**config.mk**
```make
export PLATFORM = sky130hd
export DESIGN_NAME = nand_op_seq
export DESIGN_NICKNAME = d
export VERILOG_FILES = /design/src/rtl/nseq_pkg.sv /design/src/rtl/nseq_rb_sync.sv /design/src/rtl/nseq_strobe.sv /design/src/rtl/nseq_regs.sv /design/src/rtl/nseq_core.sv /design/src/rtl/nand_op_seq.sv
export SDC_FILE = /design/constraint.sdc
export NUM_CORES = 1
export LEC_CHECK = 0
export BUFFER_PORTS_ARGS = -buffer_cell sky130_fd_sc_hd__buf_4
export CAP_MARGIN = 10
export CELL_PAD_IN_SITES_DETAIL_PLACEMENT = 2
export CELL_PAD_IN_SITES_GLOBAL_PLACEMENT = 2
export CORE_MARGIN = 3
export CORE_UTILIZATION = 31
export DETAILED_ROUTE_END_ITERATION = 16
export HOLD_SLACK_MARGIN = 0.03
export PLACE_DENSITY_LB_ADDON = 0.1
export SLEW_MARGIN = 20
export SYNTH_ARGS = -nofsm -noshare
export SYNTH_HDL_FRONTEND = slang
export SYNTH_SLANG_ARGS = --single-unit
export TNS_END_PERCENT = 10
```
**constraint.sdc**
```tcl
create_clock -name clk -period 2.7 [get_ports clk]
set_clock_uncertainty 0.2 [all_clocks]
set_input_delay 0.54 -clock clk [delete_from_list [all_inputs] [get_ports clk]]
set_output_delay 0.54 -clock clk [all_outputs]
set_load 0.01 [all_outputs]
```
**src/rtl/nseq_pkg.sv**
```systemverilog
package nseq_pkg;

    localparam int REG_AW = 4;

    localparam logic [REG_AW-1:0] RI_CMD   = 4'd0;
    localparam logic [REG_AW-1:0] RI_ADRL  = 4'd1;
    localparam logic [REG_AW-1:0] RI_ADRH  = 4'd2;
    localparam logic [REG_AW-1:0] RI_PKT   = 4'd3;
    localparam logic [REG_AW-1:0] RI_GO    = 4'd4;
    localparam logic [REG_AW-1:0] RI_EVT   = 4'd5;
    localparam logic [REG_AW-1:0] RI_RDY   = 4'd6;
    localparam logic [REG_AW-1:0] RI_FST   = 4'd7;
    localparam logic [REG_AW-1:0] RI_TIM   = 4'd8;
    localparam logic [REG_AW-1:0] RI_BUSY  = 4'd9;

    localparam int MAX_ADDR = 5;
    localparam int EVT_DONE_BIT = 2;

    typedef enum logic [3:0] {
        OP_NONE, OP_PGRD, OP_ERASE, OP_STAT, OP_PGPROG,
        OP_RDID, OP_PARAM, OP_RST, OP_GETF, OP_SETF
    } op_kind_t;

    typedef enum logic [2:0] {
        PH_IDLE, PH_CMD1, PH_ADDR, PH_CMD2, PH_STAT, PH_SETTLE, PH_WAIT, PH_DONE
    } phase_t;

    typedef struct packed {
        op_kind_t    kind;
        logic [7:0]  opc1;
        logic [7:0]  opc2;
        logic [2:0]  naddr;
        logic [39:0] abytes;
        logic [1:0]  cs;
    } op_ctx_t;

    function automatic op_kind_t decode_go(input logic [31:0] v);
        case (v)
            32'h0000_0001: return OP_PGRD;
            32'h0000_0004: return OP_ERASE;
            32'h0000_0008: return OP_STAT;
            32'h0000_0010: return OP_PGPROG;
            32'h0000_0040: return OP_RDID;
            32'h0000_0080: return OP_PARAM;
            32'h0000_0100: return OP_RST;
            32'h0000_0200: return OP_GETF;
            32'h0000_0400: return OP_SETF;
            default:       return OP_NONE;
        endcase
    endfunction

    function automatic logic has_second_opc(input op_kind_t k);
        return (k == OP_PGRD) || (k == OP_PGPROG) || (k == OP_ERASE);
    endfunction

    function automatic logic [2:0] clamp_naddr(input logic [2:0] n);
        return (n > 3'(MAX_ADDR)) ? 3'(MAX_ADDR) : n;
    endfunction

endpackage

```
**src/rtl/nseq_rb_sync.sv**
```systemverilog
module nseq_rb_sync #(
    parameter int NCS = 4
) (
    input  logic           clk,
    input  logic           rst,
    input  logic [NCS-1:0] rb_n,
    output logic [NCS-1:0] rdy
);
    for (genvar i = 0; i < NCS; i++) begin : g_line
        logic [1:0] stage;
        always_ff @(posedge clk) begin
            if (rst) stage <= 2'b00;
            else     stage <= {stage[0], rb_n[i]};
        end
        assign rdy[i] = stage[1];
    end
endmodule

```
**src/rtl/nseq_strobe.sv**
```systemverilog
module nseq_strobe #(
    parameter int PW_W = 4
) (
    input  logic            clk,
    input  logic            rst,
    input  logic            run,
    input  logic [PW_W-1:0] pw,
    output logic            strobe_lo,
    output logic            strobe_mid,
    output logic            strobe_last
);
    localparam int CW = PW_W + 1;

    logic [PW_W-1:0] pw_eff;
    logic [CW-1:0]   cnt;
    logic [CW-1:0]   half;
    logic [CW-1:0]   full;

    assign pw_eff = (pw == '0) ? PW_W'(1) : pw;
    assign half   = {1'b0, pw_eff};
    assign full   = {pw_eff, 1'b0};

    assign strobe_lo   = run && (cnt < half);
    assign strobe_mid  = run && (cnt == half - CW'(1));
    assign strobe_last = run && (cnt == full - CW'(1));

    always_ff @(posedge clk) begin
        if (rst || !run || strobe_last) cnt <= '0;
        else                            cnt <= cnt + CW'(1);
    end

    // the count never runs past the end of one bus cycle
    assert_cnt_bound_R4: assert property (@(posedge clk) disable iff (rst)
        run |-> (cnt < full));
endmodule

```
**src/rtl/nseq_regs.sv**
```systemverilog
module nseq_regs
    import nseq_pkg::*;
#(
    parameter int NCS    = 4,
    parameter int PW_W   = 4,
    parameter int DEF_PW = 2
) (
    input  logic              clk,
    input  logic              rst,
    input  logic              reg_we,
    input  logic [REG_AW-1:0] reg_addr,
    input  logic [31:0]       reg_wdata,
    output logic [31:0]       reg_rdata,
    input  logic              seq_busy,
    input  logic              done_pulse,
    input  logic              fstat_we,
    input  logic [7:0]        fstat_val,
    input  logic [NCS-1:0]    rdy,
    output logic [31:0]       cmd_w,
    output logic [31:0]       adrl_w,
    output logic [31:0]       adrh_w,
    output logic [PW_W-1:0]   pw,
    output logic              go_pulse,
    output logic [31:0]       go_word
);
    logic [31:0] pkt_w;
    logic [7:0]  fstat;
    logic        evt_done;

    assign go_pulse = reg_we && (reg_addr == RI_GO);
    assign go_word  = reg_wdata;

    always_ff @(posedge clk) begin
        if (rst) begin
            cmd_w  <= '0;
            adrl_w <= '0;
            adrh_w <= '0;
            pkt_w  <= '0;
            pw     <= PW_W'(DEF_PW);
        end else if (reg_we) begin
            case (reg_addr)
                RI_CMD:  cmd_w  <= reg_wdata;
                RI_ADRL: adrl_w <= reg_wdata;
                RI_ADRH: adrh_w <= reg_wdata;
                RI_PKT:  pkt_w  <= reg_wdata;
                RI_TIM:  pw     <= reg_wdata[PW_W-1:0];
                default: ;
            endcase
        end
    end

    always_ff @(posedge clk) begin
        if (rst)           fstat <= '0;
        else if (fstat_we) fstat <= fstat_val;
    end

    always_ff @(posedge clk) begin
        if (rst)
            evt_done <= 1'b0;
        else if (done_pulse)
            evt_done <= 1'b1;
        else if (reg_we && reg_addr == RI_EVT && reg_wdata[EVT_DONE_BIT])
            evt_done <= 1'b0;
    end

    always_comb begin
        reg_rdata = '0;
        case (reg_addr)
            RI_CMD:  reg_rdata = cmd_w;
            RI_ADRL: reg_rdata = adrl_w;
            RI_ADRH: reg_rdata = adrh_w;
            RI_PKT:  reg_rdata = pkt_w;
            RI_EVT:  reg_rdata[EVT_DONE_BIT] = evt_done;
            RI_RDY:  reg_rdata[NCS-1:0] = rdy;
            RI_FST:  reg_rdata[7:0] = fstat;
            RI_TIM:  reg_rdata[PW_W-1:0] = pw;
            RI_BUSY: reg_rdata[0] = seq_busy;
            default: reg_rdata = '0;
        endcase
    end

    // a completion is always visible in the event word afterwards
    assert_done_evt_R9: assert property (@(posedge clk) disable iff (rst)
        done_pulse |=> evt_done);
endmodule

```
**src/rtl/nseq_core.sv**
```systemverilog
module nseq_core
    import nseq_pkg::*;
#(
    parameter int NCS    = 4,
    parameter int SETTLE = 4
) (
    input  logic           clk,
    input  logic           rst,
    input  logic           go_pulse,
    input  logic [31:0]    go_word,
    input  logic [7:0]     opc1_in,
    input  logic [7:0]     opc2_in,
    input  logic [2:0]     naddr_in,
    input  logic [39:0]    abytes_in,
    input  logic [1:0]     cs_in,
    input  logic           strobe_lo,
    input  logic           strobe_mid,
    input  logic           strobe_last,
    input  logic [NCS-1:0] rdy,
    input  logic [7:0]     dq_i,
    output logic           run,
    output logic           busy,
    output logic           done_pulse,
    output logic           fstat_we,
    output logic [7:0]     fstat_val,
    output logic [NCS-1:0] ce_n,
    output logic           cle,
    output logic           ale,
    output logic           we_n,
    output logic           re_n,
    output logic           dq_oe,
    output logic [7:0]     dq_o
);
    localparam int SW = $clog2(SETTLE + 1);

    phase_t          phase;
    op_ctx_t         ctx;
    logic [2:0]      ai;
    logic [SW-1:0]   settle_cnt;
    logic [NCS-1:0]  cs_hot;
    logic            rdy_sel;
    logic            wr_phase;
    op_kind_t        go_kind;

    assign go_kind = decode_go(go_word);

    for (genvar i = 0; i < NCS; i++) begin : g_cs
        assign cs_hot[i] = (ctx.cs == 2'(i));
        assign ce_n[i]   = ~(busy & cs_hot[i]);
    end
    assign rdy_sel = |(rdy & cs_hot);

    always_ff @(posedge clk) begin
        if (rst) begin
            phase      <= PH_IDLE;
            ctx        <= '0;
            ai         <= '0;
            settle_cnt <= '0;
        end else begin
            case (phase)
                PH_IDLE: begin
                    if (go_pulse && go_kind != OP_NONE) begin
                        ctx.kind   <= go_kind;
                        ctx.opc1   <= opc1_in;
                        ctx.opc2   <= opc2_in;
                        ctx.naddr  <= clamp_naddr(naddr_in);
                        ctx.abytes <= abytes_in;
                        ctx.cs     <= cs_in;
                        phase      <= PH_CMD1;
                    end
                end
                PH_CMD1: begin
                    if (strobe_last) begin
                        ai <= '0;
                        if (ctx.kind == OP_STAT)         phase <= PH_STAT;
                        else if (ctx.naddr != '0)        phase <= PH_ADDR;
                        else if (has_second_opc(ctx.kind)) phase <= PH_CMD2;
                        else                             phase <= PH_SETTLE;
                    end
                end
                PH_ADDR: begin
                    if (strobe_last) begin
                        if (ai == ctx.naddr - 3'd1)
                            phase <= has_second_opc(ctx.kind) ? PH_CMD2 : PH_SETTLE;
                        else
                            ai <= ai + 3'd1;
                    end
                end
                PH_CMD2: begin
                    if (strobe_last) phase <= PH_SETTLE;
                end
                PH_STAT: begin
                    if (strobe_last) phase <= PH_DONE;
                end
                PH_SETTLE: begin
                    if (settle_cnt == SW'(SETTLE - 1)) begin
                        settle_cnt <= '0;
                        phase      <= PH_WAIT;
                    end else begin
                        settle_cnt <= settle_cnt + SW'(1);
                    end
                end
                PH_WAIT: begin
                    if (rdy_sel) phase <= PH_DONE;
                end
                PH_DONE: phase <= PH_IDLE;
                default: phase <= PH_IDLE;
            endcase
        end
    end

    assign wr_phase   = (phase == PH_CMD1) || (phase == PH_ADDR) || (phase == PH_CMD2);
    assign run        = wr_phase || (phase == PH_STAT);
    assign busy       = (phase != PH_IDLE);
    assign done_pulse = (phase == PH_DONE);
    assign fstat_we   = (phase == PH_STAT) && strobe_mid;
    assign fstat_val  = dq_i;

    assign cle   = (phase == PH_CMD1) || (phase == PH_CMD2);
    assign ale   = (phase == PH_ADDR);
    assign we_n  = ~(wr_phase && strobe_lo);
    assign re_n  = ~((phase == PH_STAT) && strobe_lo);
    assign dq_oe = wr_phase;

    always_comb begin
        case (phase)
            PH_CMD1: dq_o = ctx.opc1;
            PH_CMD2: dq_o = ctx.opc2;
            PH_ADDR: dq_o = ctx.abytes[{ai, 3'b000} +: 8];
            default: dq_o = 8'h00;
        endcase
    end

    // the two latch strobes are never raised together
    assert_latch_excl_R5: assert property (@(posedge clk) disable iff (rst)
        !(cle && ale));
    // at most one chip enable is active
    assert_ce_onehot_R7: assert property (@(posedge clk) disable iff (rst)
        $onehot0(~ce_n));
    // a write strobe only ever comes with a latch strobe
    assert_we_latch_R4: assert property (@(posedge clk) disable iff (rst)
        !we_n |-> (cle || ale));
    // a read strobe is alone on the bus
    assert_re_alone_R8: assert property (@(posedge clk) disable iff (rst)
        !re_n |-> (!cle && !ale && !dq_oe && we_n));
    // a start request during an operation leaves the snapshot alone
    assert_busy_ignore_R10: assert property (@(posedge clk) disable iff (rst)
        (busy && go_pulse) |=> $stable(ctx));
endmodule

```
**src/rtl/nand_op_seq.sv**
```systemverilog
module nand_op_seq
    import nseq_pkg::*;
#(
    parameter int NCS    = 4,
    parameter int PW_W   = 4,
    parameter int DEF_PW = 2,
    parameter int SETTLE = 4
) (
    input  logic              clk,
    input  logic              rst,
    input  logic              reg_we,
    input  logic [REG_AW-1:0] reg_addr,
    input  logic [31:0]       reg_wdata,
    output logic [31:0]       reg_rdata,
    output logic              busy,
    output logic [NCS-1:0]    nand_ce_n,
    output logic              nand_cle,
    output logic              nand_ale,
    output logic              nand_we_n,
    output logic              nand_re_n,
    output logic [7:0]        nand_dq_o,
    output logic              nand_dq_oe,
    input  logic [7:0]        nand_dq_i,
    input  logic [NCS-1:0]    nand_rb_n
);
    logic [31:0]     cmd_w, adrl_w, adrh_w, go_word;
    logic [PW_W-1:0] pw;
    logic            go_pulse, done_pulse, fstat_we, run;
    logic [7:0]      fstat_val;
    logic [NCS-1:0]  rdy;
    logic            strobe_lo, strobe_mid, strobe_last;

    nseq_rb_sync #(.NCS(NCS)) u_sync (
        .clk(clk), .rst(rst), .rb_n(nand_rb_n), .rdy(rdy)
    );

    nseq_regs #(.NCS(NCS), .PW_W(PW_W), .DEF_PW(DEF_PW)) u_regs (
        .clk(clk), .rst(rst), .reg_we(reg_we), .reg_addr(reg_addr),
        .reg_wdata(reg_wdata), .reg_rdata(reg_rdata), .seq_busy(busy),
        .done_pulse(done_pulse), .fstat_we(fstat_we), .fstat_val(fstat_val),
        .rdy(rdy), .cmd_w(cmd_w), .adrl_w(adrl_w), .adrh_w(adrh_w), .pw(pw),
        .go_pulse(go_pulse), .go_word(go_word)
    );

    nseq_strobe #(.PW_W(PW_W)) u_strobe (
        .clk(clk), .rst(rst), .run(run), .pw(pw), .strobe_lo(strobe_lo),
        .strobe_mid(strobe_mid), .strobe_last(strobe_last)
    );

    nseq_core #(.NCS(NCS), .SETTLE(SETTLE)) u_core (
        .clk(clk), .rst(rst), .go_pulse(go_pulse), .go_word(go_word),
        .opc1_in(cmd_w[7:0]), .opc2_in(cmd_w[15:8]), .naddr_in(cmd_w[30:28]),
        .abytes_in({adrh_w[7:0], adrl_w}), .cs_in(adrh_w[31:30]),
        .strobe_lo(strobe_lo), .strobe_mid(strobe_mid), .strobe_last(strobe_last),
        .rdy(rdy), .dq_i(nand_dq_i), .run(run), .busy(busy),
        .done_pulse(done_pulse), .fstat_we(fstat_we), .fstat_val(fstat_val),
        .ce_n(nand_ce_n), .cle(nand_cle), .ale(nand_ale), .we_n(nand_we_n),
        .re_n(nand_re_n), .dq_oe(nand_dq_oe), .dq_o(nand_dq_o)
    );
endmodule

```
==> flow_summary.json, run 1 <==
{
  "fmaxAchievable_ghz": 0.338,
  "crit_path_end": "nand_dq_o[4]",
  "fin_nets": 1537,
  "drc_errors": 0,
  "crit_chain": "buf_16, mux4_2, inv_2, o21ai_0, a22oi_2, nor2_1, buf_4",
  "clk_pin_slew_ns": 0.06,
  "ys_top_cells_by_area": "dfxtp_1 (44%), nand2_1 (17%), a21oi_1 (10%)",
  "switchingPower_mw": 2.35,
  "p_leak_nw": 4.89,
  "fin_crit_ns": 2.96,
  "antenna_found_initial": 0,
  "yosysWarnings": 0,
  "crit_type": "flop to output pin",
  "hp-class": "primary input to flop",
  "power_frac_clock_pct": 45.5,
  "initial_core_util_pct": 31.9,
  "gp_congestion": 0.846,
  "postPlaceCellArea_mm2": 0.0121,
  "tightest_slew_ns": 0.838,
  "ys_seq_elements": 228,
  "n_antenna_cell": 0,
  "p_int_mw": 6.31,
  "numPortBuffers": 100,
  "critPathMaxStageDelay_ns": 0.50,
  "drtPass1Iterations": 5,
  "yosys.area_share.simple_pct": 25.2,
  "violations": "setup timing",
  "syn-cell-area_mm2": 0.0103,
  "r2r_start": "u_regs.pw[3]",
  "ant_nets": 0,
  "drive_gt1_share_pct": 21.3,
  "die_w_um": 188,
  "syn_to_final_growth_pct": 30.0,
  "synth_top_cell_by_area": "dfxtp_1",
  "powerDensity_mw_per_mm2": 649,
  "root_buffer": "clkbuf_16",
  "fp-row-count": 65,
  "place_ws_ns": -0.250,
  "overflow": 0,
  "slew_headroom_pct": 43.6,
  "clk_latency_ns": 0.54,
  "cts_buffers": 28,
  "rr_worst_depth": 10,
  "grt_max_degree": 74,
  "avgViaCountPerCell": 5.32,
  "ys_async_sr_fraction_pct": 0,
  "setup_viol": 12,
  "synth.area.mux_share_pct": 4.35,
  "slew_violations": 0,
  "synth.distinct_cells": 58,
  "ir_drop_mv": 0.434,
  "grt_usage_pct": 23.6,
  "synth-xor-area-share_pct": 1.37,
  "seq_power_share_pct": 40.5,
  "path_max_fanout": 4,
  "finalWirelength_um": 42400,
  "p_comb_share_pct": 14.0,
  "holdWs_ns": 0.0423,
  "synth-compound-area-share_pct": 18.4,
  "rrSetupSlack_ns": -0.09,
  "critical_path.slowest_cell": "mux4_2",
  "worst_slack_ns": -0.258,
  "yosysSeqAreaShare_pct": 44.5,
  "io_pins": 101,
  "core_region_area_mm2": 0.0321,
  "final_util_pct": 41.5,
  "synth_top_family_by_area": "simple AND/OR/NAND/NOR gates",
  "cts_buffer_depth": 3,
  "grt_pass1_wl_um": 66100,
  "htreeDepth": 1,
  "cts.sink_count": 228,
  "status": "complete, but fails checks",
  "p_sw_share_pct": 27.1,
  "reg2reg_to": "u_core.ai[2]",
  "dr_total_vias": 10300,
  "die_area_mm2": 0.0353,
  "start_kind": "flop",
  "synth_cells": 1343,
  "synthAdderAreaFrac_pct": 1.22,
  "crit_start": "u_core.ai[0]",
  "drt-initial-drc-count": 581,
  "grt_pass1_vias": 11000,
  "die_h_um": 188,
  "avgSynthCellArea_um2": 7.64,
  "final_cell_area_mm2": 0.0133,
  "cts_tree": "built",
  "tns_ns": -2.44,
  "period_share_pct": 110,
  "wl_per_cell_um": 22.0,
  "finalHoldViolCount": 0,
  "syn_nets": 1404,
  "cap_violations": 0,
  "dpl.hpwl_um": 28900,
  "synth-edff-count": 0,
  "fillers": 3702,
  "synth_top_area_share_pct": 44.5,
  "cp.arrival_ns": 2.22,
  "required_ns": 1.96,
  "critPathCaptureType": "output pin",
  "rsz0062_at_grt": "true",
  "synth_flop_cell": "dfxtp_1"
}
[worst min-delay path by stage]
| stage | start | to | cells after the start |
|---|---|---|---|
| floorplan | u_sync.g_line[0].stage[0] | u_sync.g_line[0].stage[1] | 1 |
| global placement | u_sync.g_line[1].stage[0] | u_sync.g_line[1].stage[1] | 1 |
| detailed placement | u_sync.g_line[1].stage[0] | u_sync.g_line[1].stage[1] | 1 |
| CTS | nand_rb_n[1] | u_sync.g_line[1].stage[0] | 2 |
| global route | nand_dq_i[3] | u_regs.fstat[3] | 3 |
| finish | nand_dq_i[3] | u_regs.fstat[3] | 3 |
[cell type report]
cell class	count	area (µm²)	share of cell area (%)
inverters	23	86.3	0.647
clock inverters	9	104	0.779
clock buffers	42	865	6.48
flip-flops and latches	228	4570	34.3
repair buffers	211	1800	13.5
multi-input cells	984	5370	40.3
well taps	435	544	4.08
[state kept, by name (all words and copies together) (netlist names)]
register	count
u_sync.g_line.stage	8
u_core.ctx	65
u_core.ai	3
u_regs.evt_done	1
u_core.settle_cnt	3
u_strobe.cnt	5
u_core.phase	3
u_regs.pkt_w	32
u_regs.pw	4
u_regs.adrl_w	32
u_regs.cmd_w	32
u_regs.adrh_w	32
u_regs.fstat	8
[placed cells by master (no fill, tap or decap), drive strengths merged, types with 12 or more instances in the layout]
cell type and n:
buf 202, a222oi 29, mux2i 12, a21oi 206, nor2b 16, nand3 14
nand2 465, clkbuf 42, a22oi 15, inv 24, dfxtp 228, xor2 12
o21ai 26, nor2 45
[what timing repair did]
item                                    CTS  global route
pin swaps                                12            11
gates resized for setup                  34            20
endpoints found under the setup margin   20            37
cloned                                    1             0
hold buffers                              9             0
endpoints found under the hold margin     9             0
buffers inserted                          2             2
[logic make-up after synthesis]
family	Yosys count
xor+xnor	16
compound gates	315
simple gates	612
buf+inv	131
flops	228
fa+ha+maj	10
mux	31
[metrics by stage]
step	total power, mW	std cells
6_report	8.66	1932
5_1_grt	9.03	1932
4_1_cts	8.72	1930
3_5_place_dp	4.71	1867
3_3_place_gp	4.69	1867
2_1_floorplan	4.14	1343
[Yosys cell counts (all sizes together) (5+ instances only)]
cell type,n
a211oi,7
a21oi,206
a222oi,29
a22oi,15
and2,7
buf,20
clkbuf,88
dfxtp,228
ha,10
inv,23
mux2,9
mux2i,12
mux4,10
nand2,465
nand2b,8
nand3,14
nand3b,9
nor2,45
nor2b,16
nor3,10
nor4,9
o21ai,26
o22ai,5
or2,6
xor2,12
[worst max-delay path, delay by kind of cell, from the launching register on]
family / cells / cell delay (ns)
compound gates: 2 / 0.37
simple gates: 1 / 0.07
buf+inv: 3 / 0.35
flops: 1 / 0.40
mux: 1 / 0.50
[routing by layer]
metal,global-route usage [%],part of all wire [%]
met4,4.62,1.8
met2,40.0,47
met1,32.2,47
met3,3.38,4.0
met5,0,0
[power by group through the flow]
stage	combinational, mW	sequential (mW)	clock, mW
6_report	1.21	3.51	3.94
5_1_grt	1.31	3.52	4.20
4_1_cts	1.18	3.51	4.03
3_5_place_dp	1.13	3.58	0
3_3_place_gp	1.11	3.57	0
2_1_floorplan	0.591	3.55	0
No activity file was read; power rests on OpenSTA's default activity.
==> inputs of run 2 (changes only) <==
--- a/config.mk
+++ b/config.mk
@@ -12,7 +12,8 @@
 export CORE_MARGIN = 3
 export CORE_UTILIZATION = 31
 export DETAILED_ROUTE_END_ITERATION = 16
-export HOLD_SLACK_MARGIN = 0.03
+export GPL_TIMING_DRIVEN = 0
+export HOLD_SLACK_MARGIN = 0.12
 export PLACE_DENSITY_LB_ADDON = 0.1
 export SLEW_MARGIN = 20
 export SYNTH_ARGS = -nofsm -noshare
==> run 2 against run 1 <==
  * The run still ends with setup timing left
  * Combinational power about the same
  * Sequential power about the same
  * Via count up 2.0%
  * Worst hold slack better by 0.10 ns
  * Final cell count is 1.8% higher
  * Count of clock-buffer cells in the layout decreased by 4
  * Clock power is 2% lower
  * Fmax is 1.4% higher
  * Die area unchanged
  * Power decreased by 0.89%
  * Core utilization grew 0.20 points
  * Largest power group unchanged
==> flow_summary.json, run 2 (synthesis gave the netlist of run 1 again) <==
{
  "fp-row-count": 65,
  "cts_buffers": 28,
  "period_share_pct": 108,
  "reg2reg_to": "u_core.ai[2]",
  "min_to": "u_regs.cmd_w[10]",
  "status": "complete, but fails checks",
  "seq_power_share_pct": 41.0,
  "rsz0062_at_grt": "true",
  "clk_latency_ns": 0.54,
  "cts.sink_count": 228,
  "cts_tree": "built",
  "syn_to_final_growth_pct": 30.6,
  "ir_drop_mv": 0.501,
  "grt_max_degree": 14,
  "crit_type": "flop to output pin",
  "start_kind": "flop",
  "worstHoldPathCells": 3,
  "rr_worst_depth": 10,
  "wl_per_cell_um": 22.9,
  "finalHoldViolCount": 0,
  "wl_met2_um": 21500,
  "final_common_cell": "nand2_1",
  "violations": "setup timing",
  "drive_gt1_share_pct": 18.2,
  "cts_buffer_depth": 3,
  "cp.arrival_ns": 2.18,
  "dpl.cell_count": 1868,
  "cap_violations": 0,
  "die_h_um": 188,
  "fmaxAchievable_ghz": 0.343,
  "p_leak_nw": 4.83,
  "setup_viol": 13,
  "path_max_fanout": 8,
  "fillers": 3639,
  "powerDensity_mw_per_mm2": 640,
  "grt_usage_pct": 24.8,
  "rrSetupSlack_ns": -0.08,
  "p_int_mw": 6.26,
  "min_from": "reg_wdata[10]",
  "drt-initial-drc-count": 701,
  "n_antenna_cell": 0,
  "antenna_found_initial": 0,
  "final_cell_mix": "nand2_1 (463), dfxtp_1 (221), a21oi_1 (206)",
  "top_layer": "met4",
  "initial_core_util_pct": 31.9,
  "die_area_mm2": 0.0353,
  "required_ns": 1.96,
  "p_sw_share_pct": 27.1,
  "core_region_area_mm2": 0.0321,
  "switchingPower_mw": 2.32,
  "grt_pass1_vias": 10800,
  "tightest_slew_ns": 0.831,
  "avgViaCountPerCell": 5.33,
  "htreeDepth": 1,
  "slew_headroom_pct": 44.0,
  "die_w_um": 188,
  "holdWs_ns": 0.142,
  "p_comb_share_pct": 13.9,
  "critPathCaptureType": "output pin",
  "grt_pass1_wl_um": 67700,
  "overflow": 0,
  "root_buffer": "clkbuf_16",
  "met3WireLength_um": 1600,
  "finalWirelength_um": 45000,
  "numPortBuffers": 90,
  "clk_pin_slew_ns": 0.06,
  "instances_no_fill": 1967,
  "ant_nets": 0,
  "io_pins": 101,
  "fin_nets": 1577,
  "dpl.hpwl_um": 32400,
  "r2r_start": "u_regs.pw[2]",
  "wl_met1_um": 21200,
  "power_frac_clock_pct": 45.1,
  "largest_register": "u_core.ctx",
  "fin_crit_ns": 2.92,
  "tns_ns": -1.82,
  "drtPass1Iterations": 8,
  "slew_violations": 0,
  "worst_slack_ns": -0.217,
  "hp-class": "primary input to flop",
  "gp_congestion": 0.846,
  "drc_errors": 0,
  "largest_reg_flops": 65,
  "dr_total_vias": 10500
}
## run 2: how the worst max path moves through the flow
stage | startpoint | end | depth (start not counted)
2_1_floorplan | reg_addr[1] | reg_rdata[4] | 6
3_3_place_gp | reg_wdata[26] | u_core.ctx[63] | 7
3_5_place_dp | reg_wdata[26] | u_core.ctx[63] | 7
4_1_cts | u_core.ai[0] | nand_dq_o[7] | 7
5_1_grt | u_regs.pw[2] | nand_re_n | 9
6_report | u_core.ai[0] | nand_dq_o[3] | 7
## run 2: per-stage QoR
step	worst slack, ns	power [mW]	cell area (µm²)	util [%]
after CTS	-0.251	8.59	13200	41.1
final	-0.217	8.58	13400	41.7
after detailed placement	-1.39	4.60	11500	35.8
after global routing	-0.299	8.89	13400	41.7
after global placement	-1.68	4.58	11500	35.8
after floorplan	-0.0279	4.14	10300	-
## run 2: cell type report
| type | instances | area, µm² | area share, % |
|---|---|---|---|
| clock inverter | 8 | 121 | 0.906 |
| timing repair buffer | 144 | 1190 | 8.87 |
| buffer | 107 | 604 | 4.51 |
| clock buffer | 38 | 810 | 6.04 |
| tap | 435 | 544 | 4.06 |
| multi-input combinational | 984 | 5460 | 40.8 |
| sequential | 228 | 4590 | 34.2 |
| inverter | 23 | 86.3 | 0.644 |
## run 2: power groups by stage
stage	Sequential (mW)	Combinational [mW]	Clock (mW)
finish	3.52	1.19	3.87
global placement	3.58	0.999	0
floorplan	3.55	0.591	0
detailed placement	3.58	1.02	0
CTS	3.52	1.14	3.93
global route	3.52	1.31	4.06
## run 2: timing repair
item / in CTS / in global routing
setup endpoints to repair: 133 / 106
hold buffers: 40 / 0
pin swaps: 24 / 19
hold endpoints to repair: 110 / 0
buffers inserted: 9 / 5
gates resized for setup: 116 / 54
## run 2: worst max-delay path, stage by stage, from the launching register on
cell and delay (ns):
dfxtp_4 0.37, buf_12 0.14, mux4_2 0.53, inv_2 0.09
o21ai_2 0.05, a22oi_2 0.26, nor2_1 0.06, buf_4 0.14
## run 2: per-layer routing
metal,GRT usage (%),vias to the layer above
met5,0,-
met4,4.01,0
met3,2.13,44
met2,42.2,216
met1,34.9,5312
li1,-,4916
==> inputs of run 3 (changes only) <==
--- a/config.mk
+++ b/config.mk
@@ -9,6 +9,7 @@
 export CAP_MARGIN = 10
 export CELL_PAD_IN_SITES_DETAIL_PLACEMENT = 2
 export CELL_PAD_IN_SITES_GLOBAL_PLACEMENT = 2
+export CORE_ASPECT_RATIO = 1.5
 export CORE_MARGIN = 3
 export CORE_UTILIZATION = 31
 export DETAILED_ROUTE_END_ITERATION = 16
==> run 3 against run 2 <==
  * The run still ends with setup timing left
  * Die area up 0.13%
  * Core utilization down 1.1 points
  * Sequential cell count unchanged
  * Count of clock-buffer cells in the layout down 1
  * Largest power group unchanged
  * Sequential power about the same
  * Worst setup slack worse by 0.020 ns
  * Via count down 0.14%
  * Final cell count down 1.1%
  * Cell area down 1.1%
  * Critical path depth unchanged
==> flow_summary.json, run 3 (synthesis gave the netlist of run 1 again) <==
{
  "path_max_fanout": 8,
  "finalWirelength_um": 46100,
  "ir_drop_mv": 0.401,
  "syn_to_final_growth_pct": 29.2,
  "rsz0062_at_grt": "true",
  "fp-row-count": 81,
  "p_leak_nw": 4.78,
  "r2r_start": "u_regs.pw[1]",
  "root_buffer": "clkbuf_16",
  "critPathCaptureType": "output pin",
  "grt_pass1_vias": 11500,
  "period_share_pct": 109,
  "grt_max_degree": 13,
  "wl_per_cell_um": 23.7,
  "slew_headroom_pct": 36.8,
  "dpl.hpwl_um": 33900,
  "overflow": 0,
  "largest_register": "u_core.ctx",
  "initial_core_util_pct": 31.4,
  "violations": "setup timing",
  "drtPass1Iterations": 5,
  "tightest_slew_ns": 0.938,
  "fin_crit_ns": 2.94,
  "core_region_area_mm2": 0.0326,
  "die_w_um": 155,
  "n_antenna_cell": 0,
  "clk_pin_slew_ns": 0.06,
  "instances_no_fill": 1945,
  "htreeDepth": 1,
  "cts_tree": "built",
  "io_pins": 101,
  "holdWs_ns": 0.154,
  "hp-class": "primary input to flop",
  "grt_usage_pct": 25.6,
  "reg2reg_to": "u_core.ai[2]",
  "slew_violations": 0,
  "rr_worst_depth": 10,
  "numPortBuffers": 90,
  "die_area_mm2": 0.0354,
  "drive_gt1_share_pct": 17.6,
  "fin_nets": 1576,
  "crit_type": "flop to output pin",
  "ant_nets": 0,
  "crit_path_end": "nand_dq_o[3]",
  "p_total_mw": 8.33,
  "gp_congestion": 0.870,
  "cap_violations": 0,
  "dr_total_vias": 10500,
  "start_kind": "flop",
  "cts.sink_count": 228,
  "grt_pass1_wl_um": 70300,
  "required_ns": 1.96,
  "clk_latency_ns": 0.54,
  "die_h_um": 229,
  "final_common_cell": "nand2_1",
  "fmaxAchievable_ghz": 0.340,
  "crit_start": "u_core.ai[0]",
  "status": "complete, but fails checks",
  "largest_reg_flops": 65,
  "avgViaCountPerCell": 5.38,
  "cts_buffer_depth": 3,
  "setup_viol": 17,
  "drt-initial-drc-count": 526,
  "cts_buffers": 26,
  "worst_slack_ns": -0.237,
  "rrSetupSlack_ns": -0.15,
  "drc_errors": 0,
  "finalHoldViolCount": 0,
  "final_cell_mix": "nand2_1 (463), dfxtp_1 (221), a21oi_1 (205)",
  "powerDensity_mw_per_mm2": 628,
  "dpl.cell_count": 1848,
  "antenna_found_initial": 0,
  "cp.arrival_ns": 2.20
}
## run 3: cell types whose count changed in the layout (fill, tap and decap cells not counted), sizes merged
| cell | before | now |
|---|---|---|
| bufinv | 3 | 2 |
| clkinvlp | 1 | 0 |
| clkbuf | 122 | 121 |
| buf | 127 | 128 |
## run 3: worst min path at each step
| stage | start | to | slack, ns | depth (start not counted) |
|---|---|---|---|---|
| 2_1_floorplan | u_sync.g_line[0].stage[0] | u_sync.g_line[0].stage[1] | 0.21 | 1 |
| 3_3_place_gp | u_core.settle_cnt[2] | u_core.settle_cnt[2] | 0.24 | 2 |
| 3_5_place_dp | u_sync.g_line[3].stage[0] | u_sync.g_line[3].stage[1] | 0.24 | 1 |
| 4_1_cts | reg_wdata[10] | u_regs.adrl_w[10] | 0.14 | 3 |
| 5_1_grt | reg_wdata[10] | u_regs.adrl_w[10] | 0.17 | 3 |
| 6_report | reg_wdata[10] | u_regs.adrh_w[10] | 0.15 | 3 |
## run 3: area by class of cell
cell class	instances	area, µm²
Sequential cell	228	4580
Inverter	23	86.3
Buffer	107	593
Clock buffer	37	753
Multi-Input combinational cell	984	5430
Fill cell	3787	19400
Timing Repair Buffer	145	1200
Tap cell	415	519
Clock inverter	6	83.8
## run 3: per-stage QoR
step                cell area [µm²]  setup WS [ns]  utilization [%]  setup TNS, ns
finish                        13300         -0.237             40.6          -2.20
global placement              11500          -1.20             35.2         -84.92
global route                  13300         -0.371             40.6         -10.07
floorplan                     10300        -0.0279                -         -0.236
CTS                           13100         -0.242             40.2          -2.73
detailed placement            11500          -1.24             35.2         -94.29
## run 3: timing repair
item,CTS,global route
endpoints found under the hold margin,109,0
gates resized for setup,121,38
hold buffers,40,0
endpoints found under the setup margin,128,121
pin swaps,21,20
buffers inserted,13,2
## run 3: worst max-delay path, cell delays in order, from the launching register on
cell and delay, ns:
dfxtp_4 0.37, buf_12 0.14, mux4_2 0.56, inv_2 0.08, o21ai_2 0.07, a22oi_1 0.22
nor2_1 0.07, buf_4 0.15
## run 3: metal layers
metal / up-vias / track usage (%) / wire, µm
met1: 5277 / 28.8 / 18200
met5: - / 0 / 0
met3: 72 / 2.94 / 1340
met2: 208 / 48.9 / 24800
met4: 0 / 9.20 / 1770
li1: 4916 / - / -
## run 3: power by group
group	internal, mW	total [mW]	leakage [nW]	switching (mW)
Clock	2.11	3.59	0.413	1.48
Sequential	3.43	3.51	1.84	0.0785
Combinational	0.482	1.22	2.52	0.742
Total	6.03	8.33	4.78	2.30
